File: src/rtl/cdr_pkg.sv
package cdr_pkg;

  // Judgement of the phase detector for one bit period
  typedef enum logic [1:0] {
    VOTE_NONE  = 2'd0,
    VOTE_EARLY = 2'd1,
    VOTE_LATE  = 2'd2
  } vote_e;

endpackage

File: src/rtl/cdr_phase_det.sv
// Bang-bang detector: finds a single edge in the sample vector and
// compares the selected phase with the eye centre implied by that edge.
module cdr_phase_det
  import cdr_pkg::*;
#(
  parameter int NPH = 16,
  localparam int PW = $clog2(NPH)
) (
  input  logic [NPH-1:0] samp_i,
  input  logic [PW-1:0]  phase_i,
  output logic           edge_vld_o,
  output logic [PW-1:0]  edge_pos_o,
  output vote_e          vote_o
);

  localparam logic [PW-1:0] HALF = PW'(NPH / 2);

  logic [NPH-1:1] trans;

  // One transition flag per adjacent sample pair
  genvar gi;
  generate
    for (gi = 1; gi < NPH; gi++) begin : g_pair
      assign trans[gi] = samp_i[gi] ^ samp_i[gi-1];
    end
  endgenerate

  function automatic int edge_count(input logic [NPH-1:1] t);
    int n;
    n = 0;
    for (int i = 1; i < NPH; i++) n += int'(t[i]);
    return n;
  endfunction

  function automatic logic [PW-1:0] first_edge(input logic [NPH-1:1] t);
    logic [PW-1:0] p;
    logic          seen;
    p    = '0;
    seen = 1'b0;
    for (int i = 1; i < NPH; i++) begin
      if (t[i] && !seen) begin
        p    = PW'(i);
        seen = 1'b1;
      end
    end
    return p;
  endfunction

  // Signed distance from the selected phase to the eye centre, modulo NPH
  function automatic logic signed [PW-1:0] eye_offset(input logic [PW-1:0] pos,
                                                      input logic [PW-1:0] ph);
    logic [PW-1:0] tgt;
    tgt = pos + HALF;
    return signed'(tgt - ph);
  endfunction

  logic signed [PW-1:0] offset;

  always_comb begin
    edge_vld_o = (edge_count(trans) == 1);
    edge_pos_o = first_edge(trans);
    offset     = eye_offset(edge_pos_o, phase_i);
    vote_o     = VOTE_NONE;
    if (edge_vld_o) begin
      if (offset > 0)      vote_o = VOTE_EARLY;
      else if (offset < 0) vote_o = VOTE_LATE;
    end
  end

endmodule

File: src/rtl/cdr_loop_filter.sv
// Signed accumulator of votes; emits a step request at +/-ACC_LIM.
module cdr_loop_filter
  import cdr_pkg::*;
#(
  parameter int ACC_LIM = 8,
  localparam int AW = $clog2(ACC_LIM) + 2
) (
  input  logic                 clk,
  input  logic                 rst_n,
  input  logic                 clr_i,
  input  vote_e                vote_i,
  output logic                 step_up_o,
  output logic                 step_dn_o,
  output logic signed [AW-1:0] acc_o
);

  localparam logic signed [AW-1:0] ACC_HI = AW'(ACC_LIM - 1);
  localparam logic signed [AW-1:0] ACC_LO = -ACC_HI;

  logic signed [AW-1:0] acc_q;

  // Late votes push up and a full count moves the pointer earlier
  assign step_dn_o = (vote_i == VOTE_LATE)  && (acc_q == ACC_HI) && !clr_i;
  assign step_up_o = (vote_i == VOTE_EARLY) && (acc_q == ACC_LO) && !clr_i;
  assign acc_o     = acc_q;

  always_ff @(posedge clk or negedge rst_n) begin
    if (!rst_n) begin
      acc_q <= '0;
    end else if (clr_i || step_up_o || step_dn_o) begin
      acc_q <= '0;
    end else begin
      unique case (vote_i)
        VOTE_LATE:  acc_q <= acc_q + AW'(1);
        VOTE_EARLY: acc_q <= acc_q - AW'(1);
        default:    acc_q <= acc_q;
      endcase
    end
  end

endmodule

File: src/rtl/cdr_ramp_gen.sv
// Counts periods without a usable edge; once idle, requests a slow ramp.
module cdr_ramp_gen #(
  parameter int IDLE_LIM = 64,
  parameter int RAMP_DIV = 4,
  localparam int IW = $clog2(IDLE_LIM + 1),
  localparam int RW = $clog2(RAMP_DIV + 1)
) (
  input  logic clk,
  input  logic rst_n,
  input  logic en_i,
  input  logic edge_vld_i,
  output logic ramp_step_o
);

  logic [IW-1:0] idle_q;
  logic [RW-1:0] div_q;
  logic          idle_full;
  logic          quiet_period;

  assign idle_full    = (idle_q == IW'(IDLE_LIM));
  assign quiet_period = en_i && !edge_vld_i;
  assign ramp_step_o  = quiet_period && idle_full && (div_q == RW'(RAMP_DIV - 1));

  always_ff @(posedge clk or negedge rst_n) begin
    if (!rst_n) begin
      idle_q <= '0;
      div_q  <= '0;
    end else if (!quiet_period) begin
      idle_q <= '0;
      div_q  <= '0;
    end else if (!idle_full) begin
      idle_q <= idle_q + IW'(1);
    end else if (ramp_step_o) begin
      div_q <= '0;
    end else begin
      div_q <= div_q + RW'(1);
    end
  end

endmodule

File: src/rtl/cdr_lock_mon.sv
// Flags lock after LOCK_LIM consecutive periods without a pointer step.
module cdr_lock_mon #(
  parameter int LOCK_LIM = 32,
  localparam int QW = $clog2(LOCK_LIM + 1)
) (
  input  logic clk,
  input  logic rst_n,
  input  logic en_i,
  input  logic step_i,
  output logic lock_o
);

  logic [QW-1:0] quiet_q;
  logic [QW-1:0] quiet_nxt;

  assign quiet_nxt = (quiet_q == QW'(LOCK_LIM)) ? quiet_q : quiet_q + QW'(1);

  always_ff @(posedge clk or negedge rst_n) begin
    if (!rst_n) begin
      quiet_q <= '0;
      lock_o  <= 1'b0;
    end else if (!en_i || step_i) begin
      quiet_q <= '0;
      lock_o  <= 1'b0;
    end else begin
      quiet_q <= quiet_nxt;
      lock_o  <= (quiet_nxt == QW'(LOCK_LIM));
    end
  end

endmodule

File: src/rtl/cdr_phase_select.sv
// Top: phase pointer, retiming register and the loop around them.
// NPH must be a power of two so that pointer arithmetic wraps naturally.
module cdr_phase_select
  import cdr_pkg::*;
#(
  parameter int NPH      = 16,
  parameter int ACC_LIM  = 8,
  parameter int IDLE_LIM = 64,
  parameter int RAMP_DIV = 4,
  parameter int LOCK_LIM = 32,
  localparam int PW = $clog2(NPH),
  localparam int AW = $clog2(ACC_LIM) + 2
) (
  input  logic           clk,
  input  logic           rst_n,
  input  logic           mode_data_i,
  input  logic [NPH-1:0] samp_i,
  output logic           bit_o,
  output logic           bit_vld_o,
  output logic [PW-1:0]  phase_o,
  output logic           lock_o
);

  // Internal events, named for the checker
  logic                 edge_vld;
  logic [PW-1:0]        edge_pos;
  vote_e                vote_raw;
  vote_e                vote_g;
  logic                 step_up;
  logic                 step_dn;
  logic                 ramp_step;
  logic                 any_step;
  logic signed [AW-1:0] filt_acc;
  logic [PW-1:0]        phase_q;

  cdr_phase_det #(.NPH(NPH)) u_det (
    .samp_i     (samp_i),
    .phase_i    (phase_q),
    .edge_vld_o (edge_vld),
    .edge_pos_o (edge_pos),
    .vote_o     (vote_raw)
  );

  assign vote_g = mode_data_i ? vote_raw : VOTE_NONE;

  cdr_loop_filter #(.ACC_LIM(ACC_LIM)) u_filt (
    .clk       (clk),
    .rst_n     (rst_n),
    .clr_i     (!mode_data_i),
    .vote_i    (vote_g),
    .step_up_o (step_up),
    .step_dn_o (step_dn),
    .acc_o     (filt_acc)
  );

  cdr_ramp_gen #(.IDLE_LIM(IDLE_LIM), .RAMP_DIV(RAMP_DIV)) u_ramp (
    .clk         (clk),
    .rst_n       (rst_n),
    .en_i        (mode_data_i),
    .edge_vld_i  (edge_vld),
    .ramp_step_o (ramp_step)
  );

  assign any_step = step_up || step_dn || ramp_step;

  cdr_lock_mon #(.LOCK_LIM(LOCK_LIM)) u_lock (
    .clk    (clk),
    .rst_n  (rst_n),
    .en_i   (mode_data_i),
    .step_i (any_step),
    .lock_o (lock_o)
  );

  // Phase pointer, modulo NPH
  always_ff @(posedge clk or negedge rst_n) begin
    if (!rst_n) begin
      phase_q <= '0;
    end else if (mode_data_i) begin
      if (step_dn)                    phase_q <= phase_q - PW'(1);
      else if (step_up || ramp_step)  phase_q <= phase_q + PW'(1);
    end
  end

  // Retiming register: holds in reference mode
  always_ff @(posedge clk or negedge rst_n) begin
    if (!rst_n) begin
      bit_o     <= 1'b0;
      bit_vld_o <= 1'b0;
    end else begin
      bit_vld_o <= mode_data_i;
      if (mode_data_i) bit_o <= samp_i[phase_q];
    end
  end

  assign phase_o = phase_q;

endmodule

File: config.mk
export PLATFORM = sky130hd
export DESIGN_NAME = cdr_phase_select
export DESIGN_NICKNAME = d
export VERILOG_FILES = /design/src/rtl/cdr_pkg.sv /design/src/rtl/cdr_phase_det.sv /design/src/rtl/cdr_loop_filter.sv /design/src/rtl/cdr_ramp_gen.sv /design/src/rtl/cdr_lock_mon.sv /design/src/rtl/cdr_phase_select.sv
export SDC_FILE = /design/constraint.sdc
export NUM_CORES = 1
export LEC_CHECK = 0
export BUFFER_PORTS_ARGS = -buffer_cell sky130_fd_sc_hd__buf_2
export CORE_MARGIN = 5
export CORE_UTILIZATION = 31
export CTS_CLUSTER_SIZE = 28
export DETAILED_ROUTE_END_ITERATION = 16
export PLACE_DENSITY_LB_ADDON = 0.2
export SLEW_MARGIN = 20
export SYNTH_ARGS = -nofsm -noshare
export SYNTH_HDL_FRONTEND = slang
export SYNTH_HIERARCHICAL = 1
export SYNTH_SLANG_ARGS = --single-unit
File: constraint.sdc
create_clock -name clk -period 4.5 [get_ports clk]
set_clock_uncertainty 0.05 [all_clocks]
set_input_delay 0.225 -clock clk [delete_from_list [all_inputs] [get_ports clk]]
set_output_delay 0.225 -clock clk [all_outputs]
set_load 0.005 [all_outputs]
### Word level (Yosys, flattened, before mapping)

Index checks and enable logic that the tools add are counted.

| storage, ports and cells | value |
|---|---|
| register bits | 28 |
| input port bits | 19 |
| output and inout port bits | 7 |
| logic and storage cells | 153 |

| operators by class | value |
|---|---|
| $add $sub $neg | 23 |
| order comparisons | 3 |
| equal/unequal tests | 11 |
| multiplexer cells | 47 |
| bitwise operators | 15 |
| reduce and logical (&&, ||, !) cells | 46 |

Operator list:

| kind | count |
|---|---|
| adder 32 x 2 -> 32 bit | 13 |
| two-way mux 4 bit | 16 |
| == test 32 x 2 -> 1 bit, second input constant | 1 |
| logical AND 1 bit | 21 |
| two-way mux 1 bit | 17 |
| logical NOT 1 bit | 16 |
| bitwise XOR 1 bit | 15 |
| two-way mux 7 bit | 2 |
| == test 6 bit, second input constant | 2 |
| two-way mux 6 bit | 2 |
| == test 5 x 4 -> 1 bit, second input constant | 2 |
| case mux 5 bit (2 select lines) | 1 |
| two-way mux 3 bit | 3 |
| two-way mux 2 bit | 4 |
| adder 7 x 1 -> 7 bit, second input constant | 1 |
| == test 7 bit, second input constant | 1 |
| adder 6 x 1 -> 6 bit, second input constant | 1 |
| logical OR 1 bit | 6 |
| adder 5 x 2 -> 5 bit, second input constant | 1 |
| < comparator 4 x 5 -> 1 bit, second input constant | 1 |
| two-way mux 5 bit | 1 |
| subtractor 5 x 2 -> 5 bit, second input constant | 1 |
| adder 4 x 1 -> 4 bit, second input constant | 1 |
| adder 4 bit, second input constant | 1 |
| other kinds (15) | 15 |

### Logic depth before layout (Yosys ltp)

Gate-level depths: netlist of run 1.

| depth | value |
|---|---|
| word-level depth | 58 |
| gate-level depth with buffers | 28 |
| gate-level depth less buffers | 27 |

### Hierarchy

Netlist of run 1, hierarchy kept.

Modules (own cells, without submodules):

| module | instances | cells an instance | area an instance (um2) | seq. area each (um2) |
|---|---|---|---|---|
| cdr_phase_det | 1 | 162 | 1214.9 | 0.0 |
| cdr_ramp_gen | 1 | 59 | 550.5 | 250.2 |
| cdr_phase_select | 1 | 40 | 461.7 | 150.1 |
| cdr_loop_filter | 1 | 49 | 445.4 | 125.1 |
| cdr_lock_mon | 1 | 38 | 389.1 | 175.2 |

### Worst setup path after synthesis of run 1

Ideal clock, no wire load.

| path | value |
|---|---|
| kind | in2reg |
| start point | input samp_i[7] |
| end point | register phase_q[3], in the netlist phase_o[3] |
| library setup time | 80 ps |
| arrival time | 5696 ps |
| data required time | 4370 ps |
| setup slack | -1326 ps |
| stages | 25 |
| path buffers | 1 |
| path through | buf_1 -> xor2_1 -> fa_1 -> inv_1 -> fa_1 -> fa_1 -> inv_1 -> fa_1 -> fa_1 -> fa_1 -> nand3_1 -> o21ai_0 -> nand3_1 -> a211oi_1 -> and2_1 -> inv_1 -> ha_1 -> nor4bb_1 -> nand3_1 -> nor2_1 -> ha_1 -> a21o_2 -> a21oi_1 -> mux2i_1 -> xnor2_1 |

| between the ends | value |
|---|---|
| elaborated cells on any way between the ends | 68 |
| those cells by class | add/sub (11); order compare (2); eq/ne (3); mux (22); bitwise (2); reduce/logical (28) |

RTL lines:

| item | RTL line | RTL |
|---|---|---|
| start: declaration | cdr_phase_select.sv:17 | `input logic [NPH-1:0] samp_i,` |
| branches (longest 31 deep; another with adder 32 x 2 -> 32 bit) | n/a |  |
| two-way mux 2 bit (*) | cdr_phase_det.sv:64 | `if (edge_vld_o) begin` |
| via vote_raw[0] | cdr_phase_select.sv:27 | `vote_e vote_raw;` |
| two-way mux 2 bit (*) | cdr_phase_select.sv:44 | `assign vote_g = mode_data_i ? vote_raw : VOTE_NONE;` |
| via vote_g[0] | cdr_phase_select.sv:28 | `vote_e vote_g;` |
| == test 2 bit (*) | cdr_loop_filter.sv:23 | `assign step_dn_o = (vote_i == VOTE_LATE) && (acc_q == ACC_HI) && !clr_i;` |
| logical AND 1 bit (*) (2 in series) | cdr_loop_filter.sv:23 |  |
| via step_dn | cdr_phase_select.sv:30 | `logic step_dn;` |
| nonzero test 2 bit (no line) | n/a |  |
| AND reduction 2 bit (no line) | n/a |  |
| end signal: assignment | cdr_phase_select.sv:79 | `if (step_dn) phase_q <= phase_q - PW'(1);` |
| end signal: assignment | cdr_phase_select.sv:80 | `else if (step_up \|\| ramp_step) phase_q <= phase_q + PW'(1);` |
| end: declaration | cdr_phase_select.sv:34 | `logic [PW-1:0] phase_q;` |

Mark *: on every way through the listed nets, which the timed path passes.
A chain may end at the register's enable or synchronous reset.

### Worst setup path after layout of run 1

| path | value |
|---|---|
| start point | input samp_i[1] |
| end point | register phase_q[3], in the netlist phase_o[3] |

| between the ends | value |
|---|---|
| elaborated cells on any way between the ends | 96 |
| those cells by class | add/sub (16); order compare (2); eq/ne (3); mux (34); bitwise (2); reduce/logical (39) |

RTL lines:

| item | RTL line |
|---|---|
| branches (longest 48 deep; another with adder 32 x 2 -> 32 bit) | n/a |
| two-way mux 2 bit (*) | cdr_phase_det.sv:64 |
| via vote_raw[0] | cdr_phase_select.sv:27 |
| two-way mux 2 bit (*) | cdr_phase_select.sv:44 |
| via vote_g[0] | cdr_phase_select.sv:28 |
| == test 2 bit (*) | cdr_loop_filter.sv:23 |
| logical AND 1 bit (*) (2 in series) | cdr_loop_filter.sv:23 |
| via step_dn | cdr_phase_select.sv:30 |
| nonzero test 2 bit (no line) | n/a |
| AND reduction 2 bit (no line) | n/a |

Marked as above.

==> impl_metrics.json, run 1 <==
{
  "cp-end-kind": "register",
  "htree_levels": 1,
  "initial_core_util_pct": 31.5,
  "p_seq_share_pct": 25.1,
  "cts_buffers": 3,
  "hold_class": "input port to register",
  "p_int_w": 0.000715,
  "cp.arrival_ns": 5.49,
  "max-vdd-ir-drop_mv": 0.131,
  "setup_ws_ns": -0.837,
  "fp.dieW_um": 109,
  "placed_cells": 540,
  "layout_common_cells": "buf_4 (57), dfrtp_1 (28), inv_1 (25)",
  "cp-startpoint": "samp_i[1]",
  "tightest_slew_ns": 0.645,
  "die_y_um": 109,
  "insertion_delay_ns": 0.27,
  "dr.pass1.iters": 4,
  "clk_pin_slew_ns": 0.10,
  "antennaDiodeCount": 0,
  "root_buffer": "clkbuf_8",
  "avgSynthCellArea_sq_um": 8.81,
  "slew_headroom_pct": 57.0,
  "nFillCells": 958,
  "ios": 26,
  "crit_fanout": 3,
  "syn_to_final_growth_pct": 33.8,
  "synth.net_count": 397,
  "leakage_nw": 1.78,
  "overflow": 0,
  "worstPathRequired_ns": 4.65,
  "cts.sinks": 28,
  "cts_tree": "built",
  "violations": "setup timing",
  "grt_max_degree": 29,
  "ant_nets": 0,
  "cap_violations": 0,
  "grt_pass1_wl_um": 13000,
  "grt_pass1_vias": 2709,
  "critical_path_class": "input port to register",
  "nets": 470,
  "yosysWarnings": 6,
  "outcome": "complete, but fails checks",
  "p_clk_share_pct": 11.0,
  "timing.rr.start": "phase_o[1]$_DFFE_PN0P_",
  "max_freq_mhz": 187,
  "wirelength_um": 7690,
  "die_area_sq_um": 11900,
  "gp_congestion": 0.766,
  "wl_per_cell_um": 14.0,
  "rsz0062_at_grt": "yes",
  "fin_crit_ns": 5.34,
  "dp_hpwl_um": 5850,
  "power.density_nw_per_um2": 300,
  "drive_gt1_share_pct": 36.5,
  "finalCritPeriodShare_pct": 119,
  "holdWs_ns": 0.136,
  "grt_use_total_pct": 13.4,
  "syn_inst": 346,
  "hold_viol": 0,
  "comb_power_share_pct": 63.9,
  "synth_area_sq_um": 3050,
  "placementRows": 36,
  "netSwitchingPower_w": 0.000509,
  "num_vias": 2754,
  "final_common_cell": "buf_4",
  "vias_per_cell": 5.01,
  "core_area_sq_um": 9680,
  "instances_no_fill": 550,
  "netSwitchingFraction_pct": 41.6,
  "final-setup-viol-count": 16,
  "io_buffers": 25,
  "antenna_found_initial": 0,
  "slew_violations": 0,
  "drc": 0,
  "worstHoldStart": "mode_data_i",
  "drt_iter0_markers": 92,
  "start_kind": "input port",
  "cts_max_path_buffers": 2
}
[worst paths after layout]
check / endpoint / slack [ns] / depth (start not counted)
hold reg to reg: bit_o$_DFFE_PN0P_ / 0.48 / 1
max in group asynchronous: u_lock/lock_o$_DFF_PN0_ / 3.52 / 2
setup / recovery: phase_o[3]$_DFFE_PN0P_ / -0.84 / 24
setup reg to reg: phase_o[3]$_DFFE_PN0P_ / 0.59 / 18
hold / removal: bit_vld_o$_DFF_PN0_ / 0.14 / 1
min in group asynchronous: u_ramp/idle_q[6]$_DFFE_PN0P_ / 0.45 / 2
[state kept, by name, summed over array words and instances, names as in the netlist]
register        flops
u_ramp/idle_q       7
u_filt/acc_o        5
bit_o               1
bit_vld_o           1
u_ramp/div_q        3
phase_o             4
u_lock/lock_o       1
u_lock/quiet_q      6
[power by group through the flow]
| stage | combinational (W) | sequential, W | clock (W) |
|---|---|---|---|
| 3_5_place_dp | 0.000663 | 0.000312 | 0 |
| 2_1_floorplan | 0.000458 | 0.000308 | 0 |
| 5_1_grt | 0.000880 | 0.000313 | 0.000147 |
| 6_report | 0.000782 | 0.000307 | 0.000135 |
| 3_3_place_gp | 0.000639 | 0.000313 | 0 |
| 4_1_cts | 0.000745 | 0.000307 | 0.000142 |
[final cells by class]
type	instances	area, sq um	share of cell area [%]
Inverter	29	116	2.85
Timing Repair Buffer	87	646	15.8
Clock buffer	3	41.3	1.01
Tap cell	133	166	4.08
Multi-Input combinational cell	270	2410	59.0
Sequential cell	28	701	17.2
[worst max-delay path: stages]
cell	delay (ns)
buf_12	0.12
xor2_4	0.17
inv_2	0.07
fa_2	0.60
fa_1	0.41
fa_1	0.49
inv_1	0.05
fa_1	0.47
fa_2	0.40
fa_2	0.54
nor2_2	0.04
nand3_2	0.10
a211oi_2	0.05
and2_4	0.16
inv_4	0.05
ha_4	0.12
nor4bb_4	0.20
nand3_2	0.14
nor2_4	0.16
ha_1	0.24
a21o_2	0.19
a21oi_2	0.14
mux2i_1	0.23
xnor2_1	0.14
[per-stage QoR]
stage | setup WS [ns] | area, sq um | power, W | utilization, % | TNS [ns]
after floorplan | -1.02 | 3140 | 0.000766 | - | -10.58
after global placement | -1.15 | 3690 | 0.000951 | 38.1 | -15.10
after detailed placement | -1.25 | 3690 | 0.000974 | 38.1 | -16.58
after CTS | -0.851 | 3910 | 0.00119 | 40.4 | -10.16
after global routing | -1.05 | 4080 | 0.00134 | 42.1 | -13.85
final | -0.837 | 4080 | 0.00122 | 42.1 | -10.75
[per-layer routing]
metal	GRT usage, %	routed length [um]	part of all wire (%)
met1	18.2	3530	46
met2	22.7	3850	50
met3	1.95	251	3.3
met4	2.80	55	0.72
met5	0	0	0
[timing repair]
item | CTS | global route
endpoints found under the hold margin | 28 | 0
hold buffers | 1 | 0
pin swaps | 20 | 26
buffers inserted | 8 | 3
resized for setup | 34 | 30
setup endpoints to repair | 16 | 16
Note: power is estimated with default switching activity, not from simulation.
==> run 2: changes to the inputs <==
--- a/config.mk
+++ b/config.mk
@@ -5,11 +5,13 @@
 export SDC_FILE = /design/constraint.sdc
 export NUM_CORES = 1
 export LEC_CHECK = 0
+export ABC_AREA = 1
 export BUFFER_PORTS_ARGS = -buffer_cell sky130_fd_sc_hd__buf_2
 export CORE_MARGIN = 5
 export CORE_UTILIZATION = 31
 export CTS_CLUSTER_SIZE = 28
 export DETAILED_ROUTE_END_ITERATION = 16
+export MAX_ROUTING_LAYER = met4
 export PLACE_DENSITY_LB_ADDON = 0.2
 export SLEW_MARGIN = 20
 export SYNTH_ARGS = -nofsm -noshare
==> run 2 against run 1 <==
Against the previous run:
- the run still ends with setup timing left
- core utilization rose by 1.6 points
- sequential share of layout area fell by 0.64 points
- final cell count rose by 17%
- setup slack improved by 0.049 ns
- combinational power rose by 19%
==> impl_metrics.json, run 2 <==
{
  "syn_inst": 411,
  "htree_levels": 1,
  "grt_max_degree": 29,
  "power.density_nw_per_um2": 340,
  "setup_ws_ns": -0.788,
  "final_common_cell": "nand2_1",
  "comb_power_share_pct": 64.4,
  "tightest_slew_ns": 0.679,
  "max-vdd-ir-drop_mv": 0.179,
  "timing.rr.start": "phase_o[1]$_DFFE_PN0P_",
  "io_buffers": 25,
  "grt_pass1_wl_um": 12700,
  "violations": "setup timing",
  "antennaDiodeCount": 0,
  "min_to": "bit_vld_o$_DFF_PN0_",
  "gp_congestion": 0.834,
  "outcome": "complete, but fails checks",
  "critical_path_class": "input port to register",
  "drc": 0,
  "grt_pass1_vias": 2891,
  "cts_buffers": 3,
  "final_util_pct": 43.8,
  "fp.dieW_um": 109,
  "synth_area_sq_um": 3050,
  "netSwitchingFraction_pct": 41.5,
  "syn_to_final_growth_pct": 38.9,
  "die_area_sq_um": 11900,
  "worstHoldStart": "mode_data_i",
  "cts.sinks": 28,
  "critPathMaxStageDelay_ns": 0.53,
  "cp_slowest_cell": "fa_1",
  "dr.pass1.iters": 4,
  "wirelength_um": 7160,
  "cts_tree": "built",
  "worstPathRequired_ns": 4.66,
  "vias_per_cell": 4.33,
  "top_register": "u_ramp/idle_q",
  "regToRegEndpoint": "phase_o[2]$_DFFE_PN0P_",
  "p_int_w": 0.000843,
  "cp-end-kind": "register",
  "synth.net_count": 462,
  "antenna_found_initial": 0,
  "drive_gt1_share_pct": 37.7,
  "layout_common_cells": "nand2_1 (105), buf_4 (62), inv_1 (57)",
  "dp_hpwl_um": 5830,
  "p_seq_share_pct": 21.3,
  "ant_nets": 0,
  "reg2regPathDepth": 22,
  "crit_buf_inv": 12,
  "r2r_slack_ns": 0.77,
  "drt_iter0_markers": 86,
  "placementRows": 36,
  "hold_class": "input port to register",
  "final-setup-viol-count": 16,
  "cp.arrival_ns": 5.45,
  "crit_fanout": 3,
  "leakage_nw": 2.16,
  "min_path_cells": 1,
  "hold_viol": 0,
  "p_clk_share_pct": 14.3,
  "avgSynthCellArea_sq_um": 7.43,
  "nets": 561,
  "rsz0062_at_grt": "yes",
  "overflow": 0,
  "slew_violations": 0,
  "nFillCells": 986,
  "ios": 26,
  "insertion_delay_ns": 0.28,
  "die_y_um": 109,
  "core_area_sq_um": 9680,
  "wl_per_cell_um": 11.2,
  "initial_core_util_pct": 31.5,
  "start_kind": "input port",
  "crit_family": "adder cells",
  "setup_tns_ns": -11.14,
  "fin_crit_ns": 5.29,
  "root_buffer": "clkbuf_8",
  "cts_max_path_buffers": 2,
  "finalCritPeriodShare_pct": 118,
  "yosysWarnings": 6,
  "num_vias": 2781,
  "slew_headroom_pct": 54.8,
  "netSwitchingPower_w": 0.000599,
  "clk_pin_slew_ns": 0.11,
  "cap_violations": 0,
  "largest_reg_flops": 7,
  "max_freq_mhz": 189,
  "grt_use_total_pct": 13.3
}
-- run 2: per-stage QoR --
stage               hold WS [ns]  cell area [sq um]  cells  setup WS, ns  power [W]
floorplan                 -0.121               3140    411        -0.874   0.000896
global placement           0.256               3880    625         -1.10    0.00115
detailed placement         0.266               3880    625         -1.18    0.00118
CTS                        0.104               4110    635        -0.769    0.00144
global route               0.108               4240    642         -1.14    0.00159
finish                     0.111               4240    642        -0.788    0.00144
-- run 2: worst max path at each step --
stage | from | to | slack (ns) | cells after the start
CTS | samp_i[5] | phase_o[3]$_DFFE_PN0P_ | -0.77 | 31
detailed placement | samp_i[5] | phase_o[3]$_DFFE_PN0P_ | -1.18 | 31
global route | samp_i[5] | phase_o[3]$_DFFE_PN0P_ | -1.14 | 31
global placement | samp_i[5] | phase_o[3]$_DFFE_PN0P_ | -1.10 | 31
floorplan | samp_i[5] | phase_o[3]$_DFFE_PN0P_ | -0.87 | 30
finish | samp_i[5] | phase_o[1]$_DFFE_PN0P_ | -0.79 | 29
-- run 2: power by group through the flow --
stage,Clock [W],Combinational (W),Sequential [W]
floorplan,0,0.000589,0.000306
global placement,0,0.000838,0.000311
detailed placement,0,0.000866,0.000311
CTS,0.000217,0.000913,0.000307
global route,0.000222,0.00106,0.000311
finish,0.000207,0.000929,0.000306
-- run 2: worst reg2reg max path: stages, from the launching register on --
cell,delay (ns)
dfrtp_1,0.58
inv_1,0.09
ha_1,0.30
ha_1,0.21
fa_1,0.37
xnor2_1,0.26
inv_1,0.09
nand3_1,0.08
nand2_1,0.06
nor2_2,0.09
nand2_1,0.07
inv_2,0.08
ha_4,0.12
inv_2,0.03
nor3_2,0.13
nand2_2,0.11
inv_4,0.08
buf_6,0.10
buf_12,0.09
inv_8,0.03
fa_2,0.32
xor2_1,0.18
o21ai_1,0.09
-- run 2: layer usage --
| metal | global-route usage [%] | wire length, um |
|---|---|---|
| met5 | - | 0 |
| met4 | 1.34 | 25 |
| met3 | 1.60 | 135 |
| met2 | 23.2 | 3550 |
| met1 | 17.1 | 3460 |
-- run 2: area by class of cell --
class	count	area, sq um	area share (%)
Tap cell	133	166	3.93
Timing Repair Buffer	97	744	17.6
Multi-Input combinational cell	302	2240	52.8
Clock buffer	3	41.3	0.974
Sequential cell	28	701	16.5
Clock inverter	1	30.0	0.709
Inverter	78	315	7.44
-- run 2: what timing repair did --
action	4_1_cts	5_1_grt
endpoints found under the setup margin	16	16
hold endpoints to repair	28	0
gates resized for setup	30	19
pin swaps	12	10
setup buffers	6	7
hold buffers	1	0
